### src/rtl/irq_ctl_pkg.sv
package irq_ctl_pkg;
  localparam int unsigned SRC_COUNT  = 7;
  localparam int unsigned BUS_W      = 32;
  localparam int unsigned OFS_W      = 8;
  localparam logic [7:0]  OFS_MASK   = 8'h18;
  localparam logic [7:0]  OFS_STATUS = 8'h1C;

  typedef enum logic [1:0] {
    SEL_NONE   = 2'd0,
    SEL_MASK   = 2'd1,
    SEL_STATUS = 2'd2
  } reg_sel_e;
endpackage

### src/rtl/irq_mask_reg.sv
module irq_mask_reg #(
  parameter int unsigned N = 7
) (
  input  logic         clk,
  input  logic         rst,
  input  logic         ld_en,
  input  logic [N-1:0] ld_bits,
  output logic [N-1:0] mask_q,
  output logic [N-1:0] mask_nx
);
  always_comb mask_nx = ld_en ? ld_bits : mask_q;

  always_ff @(posedge clk) begin
    if (rst) mask_q <= '0;
    else     mask_q <= mask_nx;
  end

  assert_load_R6: assert property (@(posedge clk) disable iff (rst)
    ld_en |=> (mask_q == $past(ld_bits)));
  assert_hold_R6: assert property (@(posedge clk) disable iff (rst)
    !ld_en |=> $stable(mask_q));
endmodule

### src/rtl/irq_status_reg.sv
module irq_status_reg #(
  parameter int unsigned N = 7
) (
  input  logic         clk,
  input  logic         rst,
  input  logic [N-1:0] evt,
  input  logic [N-1:0] clr_bits,
  output logic [N-1:0] stat_q,
  output logic [N-1:0] stat_nx
);
  for (genvar g = 0; g < N; g++) begin : g_cell
    always_comb stat_nx[g] = evt[g] | (stat_q[g] & ~clr_bits[g]);

    always_ff @(posedge clk) begin
      if (rst) stat_q[g] <= 1'b0;
      else     stat_q[g] <= stat_nx[g];
    end

    assert_set_R2: assert property (@(posedge clk) disable iff (rst)
      evt[g] |=> stat_q[g]);
    assert_sticky_R3: assert property (@(posedge clk) disable iff (rst)
      (stat_q[g] && !clr_bits[g]) |=> stat_q[g]);
    assert_clear_R4: assert property (@(posedge clk) disable iff (rst)
      (clr_bits[g] && !evt[g]) |=> !stat_q[g]);
    assert_setwins_R5: assert property (@(posedge clk) disable iff (rst)
      (clr_bits[g] && evt[g]) |=> stat_q[g]);
  end
endmodule

### src/rtl/irq_req_gen.sv
module irq_req_gen #(
  parameter int unsigned N = 7
) (
  input  logic         clk,
  input  logic         rst,
  input  logic         run,
  input  logic [N-1:0] stat_nx,
  input  logic [N-1:0] mask_nx,
  output logic         req_q
);
  logic hit;
  always_comb hit = |(stat_nx & mask_nx);

  always_ff @(posedge clk) begin
    if (rst) req_q <= 1'b0;
    else     req_q <= run & hit;
  end

  assert_stop_R8: assert property (@(posedge clk) disable iff (rst)
    !run |=> !req_q);
  assert_raise_R7: assert property (@(posedge clk) disable iff (rst)
    (run && (stat_nx & mask_nx) != '0) |=> req_q);
endmodule

### src/rtl/evt_irq_ctrl.sv
module evt_irq_ctrl
  import irq_ctl_pkg::*;
#(
  parameter int unsigned NSRC   = SRC_COUNT,
  parameter int unsigned DW     = BUS_W,
  parameter int unsigned AW     = OFS_W,
  parameter logic [AW-1:0] MASK_AT = AW'(OFS_MASK),
  parameter logic [AW-1:0] STAT_AT = AW'(OFS_STATUS)
) (
  input  logic            clk,
  input  logic            rst,
  input  logic [NSRC-1:0] evt_pulse,
  input  logic            irq_run,
  input  logic            reg_wr,
  input  logic            reg_rd,
  input  logic [AW-1:0]   reg_addr,
  input  logic [DW-1:0]   reg_wdata,
  output logic [DW-1:0]   reg_rdata,
  output logic            irq_req
);
  localparam int unsigned PAD_W = DW - NSRC;

  reg_sel_e        sel;
  logic [NSRC-1:0] mask_q, mask_nx, stat_q, stat_nx, clr_bits;
  logic            mask_ld;

  always_comb begin
    if (reg_addr == MASK_AT)      sel = SEL_MASK;
    else if (reg_addr == STAT_AT) sel = SEL_STATUS;
    else                          sel = SEL_NONE;
  end

  always_comb mask_ld  = reg_wr && (sel == SEL_MASK);
  always_comb clr_bits = (reg_wr && (sel == SEL_STATUS)) ? reg_wdata[NSRC-1:0] : '0;

  irq_mask_reg #(.N(NSRC)) u_mask (
    .clk(clk), .rst(rst), .ld_en(mask_ld), .ld_bits(reg_wdata[NSRC-1:0]),
    .mask_q(mask_q), .mask_nx(mask_nx));

  irq_status_reg #(.N(NSRC)) u_stat (
    .clk(clk), .rst(rst), .evt(evt_pulse), .clr_bits(clr_bits),
    .stat_q(stat_q), .stat_nx(stat_nx));

  irq_req_gen #(.N(NSRC)) u_req (
    .clk(clk), .rst(rst), .run(irq_run), .stat_nx(stat_nx),
    .mask_nx(mask_nx), .req_q(irq_req));

  always_ff @(posedge clk) begin
    if (rst) begin
      reg_rdata <= '0;
    end else if (reg_rd) begin
      unique case (sel)
        SEL_MASK:   reg_rdata <= {{PAD_W{1'b0}}, mask_q};
        SEL_STATUS: reg_rdata <= {{PAD_W{1'b0}}, stat_q};
        default:    reg_rdata <= '0;
      endcase
    end
  end

  assert_rdmask_R9: assert property (@(posedge clk) disable iff (rst)
    (reg_rd && reg_addr == MASK_AT) |=> (reg_rdata[NSRC-1:0] == $past(mask_q)));
  assert_rdstat_R9: assert property (@(posedge clk) disable iff (rst)
    (reg_rd && reg_addr == STAT_AT) |=> (reg_rdata[NSRC-1:0] == $past(stat_q)));
  assert_rdhold_R9: assert property (@(posedge clk) disable iff (rst)
    !reg_rd |=> $stable(reg_rdata));
  assert_strobes_R9: assert property (@(posedge clk) disable iff (rst)
    !(reg_rd && reg_wr));
endmodule

### config.mk
export PLATFORM = sky130hd
export DESIGN_NAME = evt_irq_ctrl
export DESIGN_NICKNAME = d
export VERILOG_FILES = /design/src/rtl/irq_ctl_pkg.sv /design/src/rtl/irq_mask_reg.sv /design/src/rtl/irq_status_reg.sv /design/src/rtl/irq_req_gen.sv /design/src/rtl/evt_irq_ctrl.sv
export SDC_FILE = /design/constraint.sdc
export NUM_CORES = 1
export LEC_CHECK = 0
export ABC_AREA = 1
export BUFFER_PORTS_ARGS = -buffer_cell sky130_fd_sc_hd__buf_2
export CAP_MARGIN = 20
export CELL_PAD_IN_SITES_DETAIL_PLACEMENT = 1
export CELL_PAD_IN_SITES_GLOBAL_PLACEMENT = 1
export CORE_ASPECT_RATIO = 2
export CORE_MARGIN = 1
export CORE_UTILIZATION = 28
export CTS_CLUSTER_DIAMETER = 80
export DETAILED_ROUTE_END_ITERATION = 10
export PLACE_DENSITY_LB_ADDON = 0.15
export SYNTH_ARGS = -nofsm -noshare
export SYNTH_HDL_FRONTEND = slang
export SYNTH_HIERARCHICAL = 1
export SYNTH_SLANG_ARGS = --single-unit
### constraint.sdc
create_clock -name clk -period 2.13 [get_ports clk]
set_input_delay 0.426 -clock clk [delete_from_list [all_inputs] [get_ports clk]]
set_output_delay 0.426 -clock clk [all_outputs]
set_load 0.01 [all_outputs]
# After elaboration in Yosys (flattened, before gate mapping)
# Index checks and enable logic that the tools add are counted.
[word_totals]
regBits = 47
input_bits = 52
out_inout_bits = 33
elab_cells = 45
[op_classes]
muxes = 5
n_reduce_logical = 3
eq_ne = 4
n_bitwise = 23
[op_table]
columns = ["operator", "count"]
rows = [
  ["$eq A8 B5 Y1 const B", 2],
  ["$mux W7", 2],
  ["$pmux W7 S2", 1],
  ["$and A1 B1 Y1", 8],
  ["$and A7 B7 Y7", 1],
  ["$not A1 Y1", 7],
  ["$or A1 B1 Y1", 7],
  ["$reduce_or A7 Y1", 1],
  ["$mux W2", 2],
  ["$eq A2 B1 Y1 const B", 1],
  ["$eq A2 B2 Y1 const B", 1],
  ["$logic_and A1 B1 Y1", 2],
]

# Depth between registers and ports, before layout
# Gate-level depths: netlist of the first run.
[logic_depth]
depth_word = 12
ltp_mapped = 14
ltp_nobuf = 12

# Cells and area by module
# Netlist of the first run, hierarchy kept.
[modules_own_cells]
columns = ["mod", "seq_area_each_um2", "instances", "area_each_um2", "cells_each"]
rows = [
  ["evt_irq_ctrl", 140.1, 1, 691.9, 114],
  ["irq_mask_reg", 140.1, 1, 344.1, 58],
  ["irq_status_reg", 140.1, 1, 297.8, 42],
  ["irq_req_gen", 20.0, 1, 85.1, 17],
]

# Worst setup path after synthesis of the first run
# OpenSTA, ideal clock, no wires.
[synth_timing]
path_kind = "input to register"
from = "input reg_addr[5]"
to = "register u_req.req_q"
path_buffers = 2
setup_time_ps = 117
path_stages = 13
setup_slack_ps = 490
arrival_ps = 1523
t_required_ps = 2013
path_cell_list = "inv_1 nand2_1 nor2_4 buf_6 and3_1 buf_6 nand2_1 nand2_1 inv_1 nand2_1 nand2_1 nor2_1 a21oi_2"
[synth_between]
word_cells_on_any_way = 34
cone_classes = "4 x eq/ne; 4 x mux; 23 x bitwise; 3 x reduce/logical"
[synth_rtl]
columns = ["item", "line", "source"]
rows = [
  ["from (decl)", "evt_irq_ctrl.sv:16", "input logic [AW-1:0] reg_addr,"],
  ["$eq A8 B5 Y1", "evt_irq_ctrl.sv:29", "else if (reg_addr == STAT_AT) sel = SEL_STATUS;"],
  ["$mux W2", "evt_irq_ctrl.sv:29", ""],
  ["$mux W2 (*)", "evt_irq_ctrl.sv:28", "if (reg_addr == MASK_AT) sel = SEL_MASK;"],
  ["$eq A2 B1 Y1 (*)", "evt_irq_ctrl.sv:33", "always_comb mask_ld = reg_wr && (sel == SEL_MASK);"],
  ["$logic_and A1 B1 Y1 (*)", "evt_irq_ctrl.sv:33", ""],
  ["named net mask_ld", "evt_irq_ctrl.sv:25", "logic mask_ld;"],
  ["$mux W7 (*)", "irq_mask_reg.sv:11", "always_comb mask_nx = ld_en ? ld_bits : mask_q;"],
  ["named net mask_nx[5]", "evt_irq_ctrl.sv:24", "logic [NSRC-1:0] mask_q, mask_nx, stat_q, stat_nx, clr_bits;"],
  ["$and A7 B7 Y7 (*)", "irq_req_gen.sv:12", "always_comb hit = |(stat_nx & mask_nx);"],
  ["$reduce_or A7 Y1 (*)", "irq_req_gen.sv:12", ""],
  ["$and A1 B1 Y1 (*)", "irq_req_gen.sv:16", "else req_q <= run & hit;"],
  ["to (signal assigned)", "irq_req_gen.sv:16", ""],
  ["to (decl)", "irq_req_gen.sv:9", "output logic req_q"],
]
# The timed path passes the listed nets; every way through them passes the cells marked *.
# A chain may end at the register's enable or synchronous reset.

# Worst setup path after layout of the first run
[layout_timing]
from = "input reg_addr[0]"
to = "register u_req.req_q"
# Same word-level chain as after synthesis.

==> run metrics, run 1 <==
Core Region 0.00486 mm^2; CP endpoint u_req/req_q; multi-input logic area 633 um^2; first-pass GRT wire length 5220 um; largest net degree at the start of global routing 23; total vias in the final route 1304; initial core utilization 29.2%; synthesized netlist cell count 231; post-synth top area share 31.0%; crit path kind input port to register; total CTS buffers 3; CTS H-tree lvls 1; max-slew violations 0; antenna cell count 0; most frequent cells in the layout nand2_1 (51), inv_1 (45), buf_2 (34); Seq. cell area 440 um^2; layout cells sized above 1 22.6%; R2R depth 8; CP startpoint reg_addr[0]; Sw Share 24.3%; Worst Setup Start Kind input port; latest clock arrival within the worst-skew pair 260 ps; Final TNS setup 0 ps; Pre-antenna DRT Iters 2; number of synthesized flops with an enable pin 0; row cnt 36; Initial DRC Count 7; Comb power frac 13.2%; RSZ-0062 raised after global routing no; CP Max Fanout 8; fraction of registers with async set/reset 0%; die area 0.00537 mm^2; chip height 103 um; Hold-fix buffers, CTS 0; number of top-level pins 85; Top FF cell, synth dfxtp_1; crit path capture type register; RD Place Congestion 0.700; post-route cell area 0.00166 mm^2; Nets 323; hpwl dp 2480 um; register area share after synthesis 31.0%; largest area contributor in the netlist dfxtp_1; Int Pwr 0.000725 W; Net Switching 0.000232 W; Clock power frac 41.0%; Tot GR Track Use 12.9%; DR WL/cell 9.48 um; reg2reg end u_req/req_q; CTS sink count 22; worst reg-to-reg setup slack 1170 ps; Crit path required time 2290 ps; Final Critical Period 1510 ps; Worst-path clk slew 90 ps; Synth-to-Final Area Change 16.8%; Die W 52.3 um; commonest non-fill, non-tap cell in the layout nand2_1; Setup Viol. Count Final 0; FF-to-FF Start u_mask/mask_q[1]; Hold Slack 395 ps; Post-CTS Setup Repair Bufs 0; sequential power share 45.7%; Post-Place Cell Area 0.00159 mm^2; final hold vios 0; Yosys reg bits 22; vias in the first global route 1200; drt total wl 3100 um; status completed; Max Clock Freq 661 MHz; Tcrit/Tclk final 71.1%; Layout Skew 6.69 ps; post_cts resized 0; Post-Route Utilization 34.1%; clock root cell clkbuf_8; Netlist cell types 18; fillcell total 683; Max Buffers Root-to-Sink 2; Hold Path Class input port to register; PD cells 578 mW/mm^2; initial antenna violation count 0; Max IR drop VDD 0.000254 V; Post-Syn Area 0.00142 mm^2; global route overflow 0; via/cell ratio 3.99; DRT antenna net count 0; max_cap viols 0; LEAKAGE 1.02 nW; crit path DAT 1670 ps; YS warnings 6; DRC violations left 0; Avg Inst Size Synth 6.14 um^2; Buffers on Ports 34; TritonCTS clock tree built; top post-synthesis cells by area dfxtp_1 (31%), nand2_1 (13%), buf_4 (13%)
## area by class of cell
cell class                 count  area share, %
clock buffer                   3           2.49
clock inverter                 1           1.81
inverter                      58           13.3
multi-input combinational    147           38.2
sequential                    22           26.6
tap                           57           4.31
timing repair buffer          39           13.3
## power by group through the flow
| stage | Clock, W | Combinational, W | Sequential, W |
|---|---|---|---|
| detailed placement | 0 | 0.000129 | 0.000448 |
| global route | 0.000422 | 0.000148 | 0.000440 |
| CTS | 0.000409 | 0.000129 | 0.000438 |
| finish | 0.000393 | 0.000127 | 0.000438 |
| global placement | 0 | 0.000127 | 0.000448 |
| floorplan | 0 | 0.000109 | 0.000449 |
## state kept, by name, summed over array words and instances (netlist names)
| register | count |
|---|---|
| reg_rdata | 7 |
| u_mask/mask_q | 7 |
| u_stat/stat_q | 7 |
| u_req/req_q | 1 |
## logic make-up after synthesis
group / after synthesis / synth area share (%)
AOI/OAI and AO/OA: 8 / 3.09
buffers and inverters: 86 / 30.7
DFF: 22 / 31.0
other: 1 / 0.264
and+or+nand+nor: 114 / 34.9
## worst min path at each step
| stage | from | end | slack (ps) | depth (start not counted) |
|---|---|---|---|---|
| finish | irq_run | u_req/req_q | 400 | 3 |
| global route | irq_run | u_req/req_q | 400 | 3 |
| CTS | irq_run | u_req/req_q | 380 | 3 |
| detailed placement | u_stat/stat_q[1] | u_stat/stat_q[1] | 480 | 2 |
| global placement | u_stat/stat_q[3] | u_stat/stat_q[3] | 480 | 2 |
| floorplan | u_stat/stat_q[0] | u_stat/stat_q[0] | 450 | 2 |
## per-stage QoR
step                      setup WS (ps)  cells  total power, W
final                               616    327        0.000957
after global routing                419    327         0.00101
after CTS                           573    327        0.000977
after detailed placement            292    323        0.000576
after global placement              299    323        0.000575
after floorplan                     490    255        0.000558
## critical path: stages
cell and delay (ps):
buf_2 100, inv_1 40, nand2_1 100, nor2_2 140, and3_1 220, buf_12 140, nand2_1 50, nand2_1 70
inv_1 40, nand2_1 50, nand2_1 70, nor2_1 160, a21oi_2 70
## synth_stat cells (2+ instances only)
library cell / instances
inv_1: 45
nor2_4: 2
nor2_1: 29
clkinv_1: 7
nor2_2: 2
a21oi_1: 7
buf_6: 2
nand2_1: 51
inv_2: 5
dfxtp_1: 22
buf_4: 25
nand2_2: 7
nand3_1: 22
## layer usage
layer,routed length [um],vias up,GRT usage [%]
li1,-,690,-
met1,1240,573,13.8
met2,1680,39,24.8
met3,144,2,1.47
met4,36,0,4.25
met5,0,-,0
Note: power is estimated with default switching activity, not from simulation.
==> inputs of run 2 (changes only) <==
==> constraint.sdc (replaced) <==
create_clock -name clk -period 1.55 [get_ports clk]
set_input_delay 0.31 -clock clk [delete_from_list [all_inputs] [get_ports clk]]
set_output_delay 0.31 -clock clk [all_outputs]
set_load 0.01 [all_outputs]
==> run 2 against run 1 <==
  * Clock skew is 3.7 ps lower
  * First-iteration DRC count grew to 3.0 times the previous value
  * Power is 26% higher
  * Worst hold slack worse by 110 ps
  * Global-route usage is 0.82 points higher
  * Final area is 3.2% higher
  * Combinational power is 46% higher
  * Clock power is 6.6% higher
  * Largest cell class unchanged
==> run metrics, run 2 (synthesized netlist as in run 1, its figures left out) <==
chip height 103 um (unchanged); drt total wl 3190 um (+3.0%); die area 0.00537 mm^2 (unchanged); total vias in the final route 1356 (+4.0%); max-slew violations 0 (unchanged); most frequent cells in the layout nand2_1 (50), inv_1 (45), buf_2 (34); Final Critical Period 1390 ps; crit path capture type register; Pre-antenna DRT Iters 3 (+1); via/cell ratio 4.05 (+1.5%); Core Region 0.00486 mm^2 (unchanged); CP delay by family, top simple AND/OR/NAND/NOR gates; setup ws final 159 ps (-457 ps); sequential power share 49.9% (+4.2 points); Net Switching 0.000320 W (+38%); crit path kind input port to register; Hold Path Class input port to register; CP cell instances buf_2 -> inv_1 -> nand2_2 -> nor2_4 -> nand3_1 -> buf_4 -> nor2_1 -> clkinv_1 -> nand2_2 -> nand2_1 -> nand2_1 -> nand2_1 -> nor2_1 -> a21oi_2; antenna cell count 0 (unchanged); R2R depth 8 (unchanged); Crit path depth 14 (+1); largest net degree at the start of global routing 23 (unchanged); Hold Path Depth 3 (unchanged); global route overflow 0 (unchanged); CTS sink count 22 (unchanged); Post-Route Utilization 35.2% (+1.1 points); crit path DAT 1550 ps (-120 ps); Power Total 0.00121 W (+26%); layout cells sized above 1 25.9% (+3.3 points); max_cap viols 0 (unchanged); DRC violations left 0 (unchanged); post-route cell area 0.00171 mm^2 (+3.2%); Tcrit/Tclk final 89.7%; clock root cell clkbuf_8; DRT antenna net count 0 (unchanged); Max Clock Freq 719 MHz; Initial DRC Count 21 (+14); latest clock arrival within the worst-skew pair 260 ps (about the same); row cnt 36 (unchanged); LEAKAGE 1.05 nW (+2.9%); crit path buf inv count 4 (unchanged); CTS H-tree lvls 1 (unchanged); Post-Place Cell Area 0.00164 mm^2 (+3.3%); fillcell total 699 (+2.3%); Placement Setup Slack -193 ps (-485 ps); RD Place Congestion 0.720 (+2.8%); slowest cell on the critical path buf_4; RSZ-0062 raised after global routing no; Crit path required time 1710 ps (-580 ps); Clock power frac 34.7% (-6.3 points); Comb power frac 15.4% (+2.2 points); initial antenna violation count 0 (unchanged); CP Max Fanout 7 (-1); Die W 52.3 um (unchanged); status completed; Final TNS setup 0 ps (unchanged); PD cells 705 mW/mm^2 (+22%); Worst Setup Start Kind input port; biggest regs reg_rdata: 7 flops, u_mask/mask_q: 7 flops, u_stat/stat_q: 7 flops; Int Pwr 0.000886 W (+22%); number of top-level pins 85 (unchanged); Nets 331 (+2.5%); Buffers on Ports 34 (unchanged); Layout Skew 2.96 ps (-3.72 ps); final hold vios 0 (unchanged); CP max stage delay 180 ps (-40 ps); Tot GR Track Use 13.7% (+0.82 points); initial core utilization 29.2% (unchanged); Hold-fix buffers, CTS 0 (unchanged); Synth-to-Final Area Change 20.5%; total CTS buffers 3 (unchanged); Worst path most repeated cell nand2_1; vias in the first global route 1295 (+7.9%); Worst-path clk slew 80 ps (about the same); DR WL/cell 9.53 um (+0.54%); commonest non-fill, non-tap cell in the layout nand2_1; TritonCTS clock tree built; Setup Viol. Count Final 0 (unchanged); Sw Share 26.5% (+2.3 points); hpwl dp 2530 um (+1.8%); first-pass GRT wire length 5530 um (+5.9%); Max IR drop VDD 0.000349 V (+37%); Max Buffers Root-to-Sink 2 (unchanged)
## run 2: cell types whose count changed in the layout (fill, tap and decap cells not counted), sizes merged
cell | before | now
bufinv | 1 | 0
clkbuf | 3 | 4
buf | 39 | 47
## run 2: stage by stage
stage          hold WS [ps]  std cells
6_report                288        335
2_1_floorplan           377        255
3_5_place_dp            484        330
5_1_grt                 297        335
4_1_cts                 280        334
3_3_place_gp            478        330
## run 2: path summary, 6_finish.rpt
path                            slack (ps)              from               end
worst max-delay path                   160       reg_addr[0]       u_req/req_q
worst min-delay path                   290           irq_run       u_req/req_q
worst max register to register         590  u_mask/mask_q[5]       u_req/req_q
worst min register to register         500  u_stat/stat_q[1]  u_stat/stat_q[1]
## run 2: cell type report
type	instances	area, um^2	share of cell area [%]
repair buffers	47	280	16.4
inverters	58	220	12.9
flip-flops and latches	22	440	25.7
clock buffers	4	55.1	3.22
multi-input cells	147	643	37.6
well taps	57	71.3	4.17
## run 2: what timing repair did
action | in CTS | in global routing
endpoints found under the setup margin | 0 | 1
buffers inserted | 0 | 1
gates resized for setup | 0 | 3
## run 2: per-layer routing
metal	track usage, %	routed length (um)	share of wire [%]	vias up
met3	1.33	130	4.1	2
met1	13.9	1240	39	605
met4	4.86	29	0.91	0
li1	-	-	-	710
met5	0	0	0	-
met2	27.3	1790	56	39
## run 2: power groups by stage
stage	Sequential (W)	Clock [W]	Combinational, W
2_1_floorplan	0.000616	0	0.000150
4_1_cts	0.000603	0.000444	0.000187
3_5_place_dp	0.000616	0	0.000186
6_report	0.000602	0.000419	0.000186
3_3_place_gp	0.000615	0	0.000183
5_1_grt	0.000605	0.000461	0.000217
## run 2: worst register-to-register path, delay by kind of cell, from the launching register on
kind	cells	cell delay (ps)
compound gates	1	70
buf+inv	2	90
flops	1	320
simple gates	5	380
==> inputs of run 3 (changes only) <==
--- a/config.mk
+++ b/config.mk
@@ -12,7 +12,8 @@
 export CELL_PAD_IN_SITES_GLOBAL_PLACEMENT = 1
 export CORE_ASPECT_RATIO = 2
 export CORE_MARGIN = 1
-export CORE_UTILIZATION = 28
+export CORE_UTILIZATION = 29
+export CTS_BUF_LIST = sky130_fd_sc_hd__clkbuf_8
 export CTS_CLUSTER_DIAMETER = 80
 export DETAILED_ROUTE_END_ITERATION = 10
 export PLACE_DENSITY_LB_ADDON = 0.15
==> run 3 against run 2 <==
  * Sequential share of layout area rose by 0.15 points
  * Global-route usage fell by 0.33 points
  * Critical path depth did not move
  * Count of clock-buffer cells in the layout did not move
  * Combinational power barely moved
  * Maximum frequency rose by 0.60%
  * Non-clock buffer count fell by 1
  * Worst hold slack got worse by 8.3 ps
  * Clock skew fell by 1.2 ps
  * Wire length fell by 2.9%
  * Via count fell by 0.29%
  * Final area fell by 0.59%
  * Critical path type unchanged
  * Largest cell class unchanged
==> run metrics, run 3 (synthesized netlist as in run 1, its figures left out) <==
CTS H-tree lvls 1 (unchanged); CTS sink count 22 (unchanged); crit path kind input port to register; row cnt 35 (-2.8%); Synth-to-Final Area Change 19.8%; max_cap viols 0 (unchanged); total CTS buffers 3 (unchanged); DRT antenna net count 0 (unchanged); number of top-level pins 85 (unchanged); crit path capture type register; Max Buffers Root-to-Sink 2 (unchanged); Nets 330 (-0.30%); setup ws final 167 ps (+8.29 ps); Hold Path Class input port to register; antenna cell count 0 (unchanged); DRC violations left 0 (unchanged); Tot GR Track Use 13.4% (-0.33 points); total vias in the final route 1352 (-0.29%); TritonCTS clock tree built; Post-Place Cell Area 0.00164 mm^2 (-0.15%); max-slew violations 0 (unchanged); Core Region 0.00464 mm^2 (-4.6%); Tcrit/Tclk final 89.2% (-0.53 points); status completed; Max Clock Freq 723 MHz (+0.60%); drt total wl 3100 um (-2.9%); global route overflow 0 (unchanged); Die W 51.5 um (-1.7%); LEAKAGE 1.05 nW (-0.57%); Buffers on Ports 34 (unchanged); commonest non-fill, non-tap cell in the layout nand2_1; Setup Viol. Count Final 0 (unchanged); Pre-antenna DRT Iters 3 (unchanged); Max IR drop VDD 0.000471 V (+35%); layout cells sized above 1 25.6% (-0.27 points); post-route cell area 0.00170 mm^2 (-0.59%); latest clock arrival within the worst-skew pair 260 ps (about the same); Worst-path clk slew 80 ps (about the same); largest net degree at the start of global routing 23 (unchanged); final hold vios 0 (unchanged); hpwl dp 2490 um (-1.4%); Initial DRC Count 10 (-52%); Worst Setup Start Kind input port; crit path DAT 1540 ps (about the same); Placement Setup Slack -204 ps (-10.5 ps); Hold-fix buffers, CTS 0 (unchanged); RD Place Congestion 0.726 (+0.79%); Post-Route Utilization 36.6% (+1.5 points); PD cells 704 mW/mm^2 (-0.15%); biggest regs reg_rdata: 7 flops, u_mask/mask_q: 7 flops, u_stat/stat_q: 7 flops; Crit path required time 1710 ps (about the same); post_cts resized 0 (unchanged); most frequent cells in the layout nand2_1 (51), inv_1 (45), buf_2 (34); via/cell ratio 4.07 (+0.61%); initial core utilization 30.6% (+1.4 points); vias in the first global route 1276 (-1.5%); Hold Slack 279 ps (-8.34 ps); initial antenna violation count 0 (unchanged); DR WL/cell 9.34 um (-2.0%); first-pass GRT wire length 5320 um (-3.7%); die area 0.00519 mm^2 (-3.3%); Post-CTS Setup Repair Bufs 0 (unchanged); Power Total 0.00120 W (-0.74%); RSZ-0062 raised after global routing no; Layout Skew 1.81 ps (-1.16 ps); clock root cell clkbuf_8; chip height 101 um (-1.7%); CP Max Fanout 8 (+1); Final Critical Period 1380 ps (-8.29 ps)
## run 3: cell count changes in the layout (fill, tap and decap cells not counted)
cell     change
nand2_2      -1
nor2_1       -1
buf_4        -1
nor2_2       +1
nand2_1      +1
## run 3: area by class of cell
class,instances,area [um^2]
sequential,22,440
inverter,58,220
clock buffer,4,55.1
tap,55,68.8
fill,685,2940
multi-input combinational,147,643
timing repair buffer,46,273
## run 3: power by group
part / switching, W / leakage (nW) / internal [W]
Clock: 0.000186 / 0.0288 / 0.000226
Sequential: 0.0000143 / 0.181 / 0.000587
Combinational: 0.000112 / 0.839 / 0.0000715
## run 3: final timing paths
path                                        from          endpoint  slack, ps  depth (start not counted)
worst max-delay path                 reg_addr[5]       u_req/req_q        170                         14
worst min-delay path                     irq_run       u_req/req_q        280                          3
worst max register to register  u_mask/mask_q[5]       u_req/req_q        620                          8
worst min register to register  u_stat/stat_q[1]  u_stat/stat_q[1]        490                          2
## run 3: worst max-delay path, stage by stage
cell and delay (ps):
buf_2 100, inv_1 40, nand2_1 70, nor2_4 120, buf_4 110, and3_4 180, buf_12 120, nand2_1 60
nand2_1 80, inv_1 40, nand2_1 50, nand2_1 50, nor2_1 140, a21oi_2 70
## run 3: per-layer routing
layer | track usage (%) | wire, um | part of all wire (%)
met1 | 13.9 | 1230 | 39
met2 | 26.0 | 1700 | 55
met3 | 1.06 | 144 | 4.6
met4 | 5.61 | 34 | 1.1
met5 | 0 | 0 | 0
## run 3: per-stage QoR
stage	TNS, ps	instances
after floorplan	0	255
after global placement	-179	328
after detailed placement	-204	328
after CTS	0	332
after global routing	0	332
final	0	332
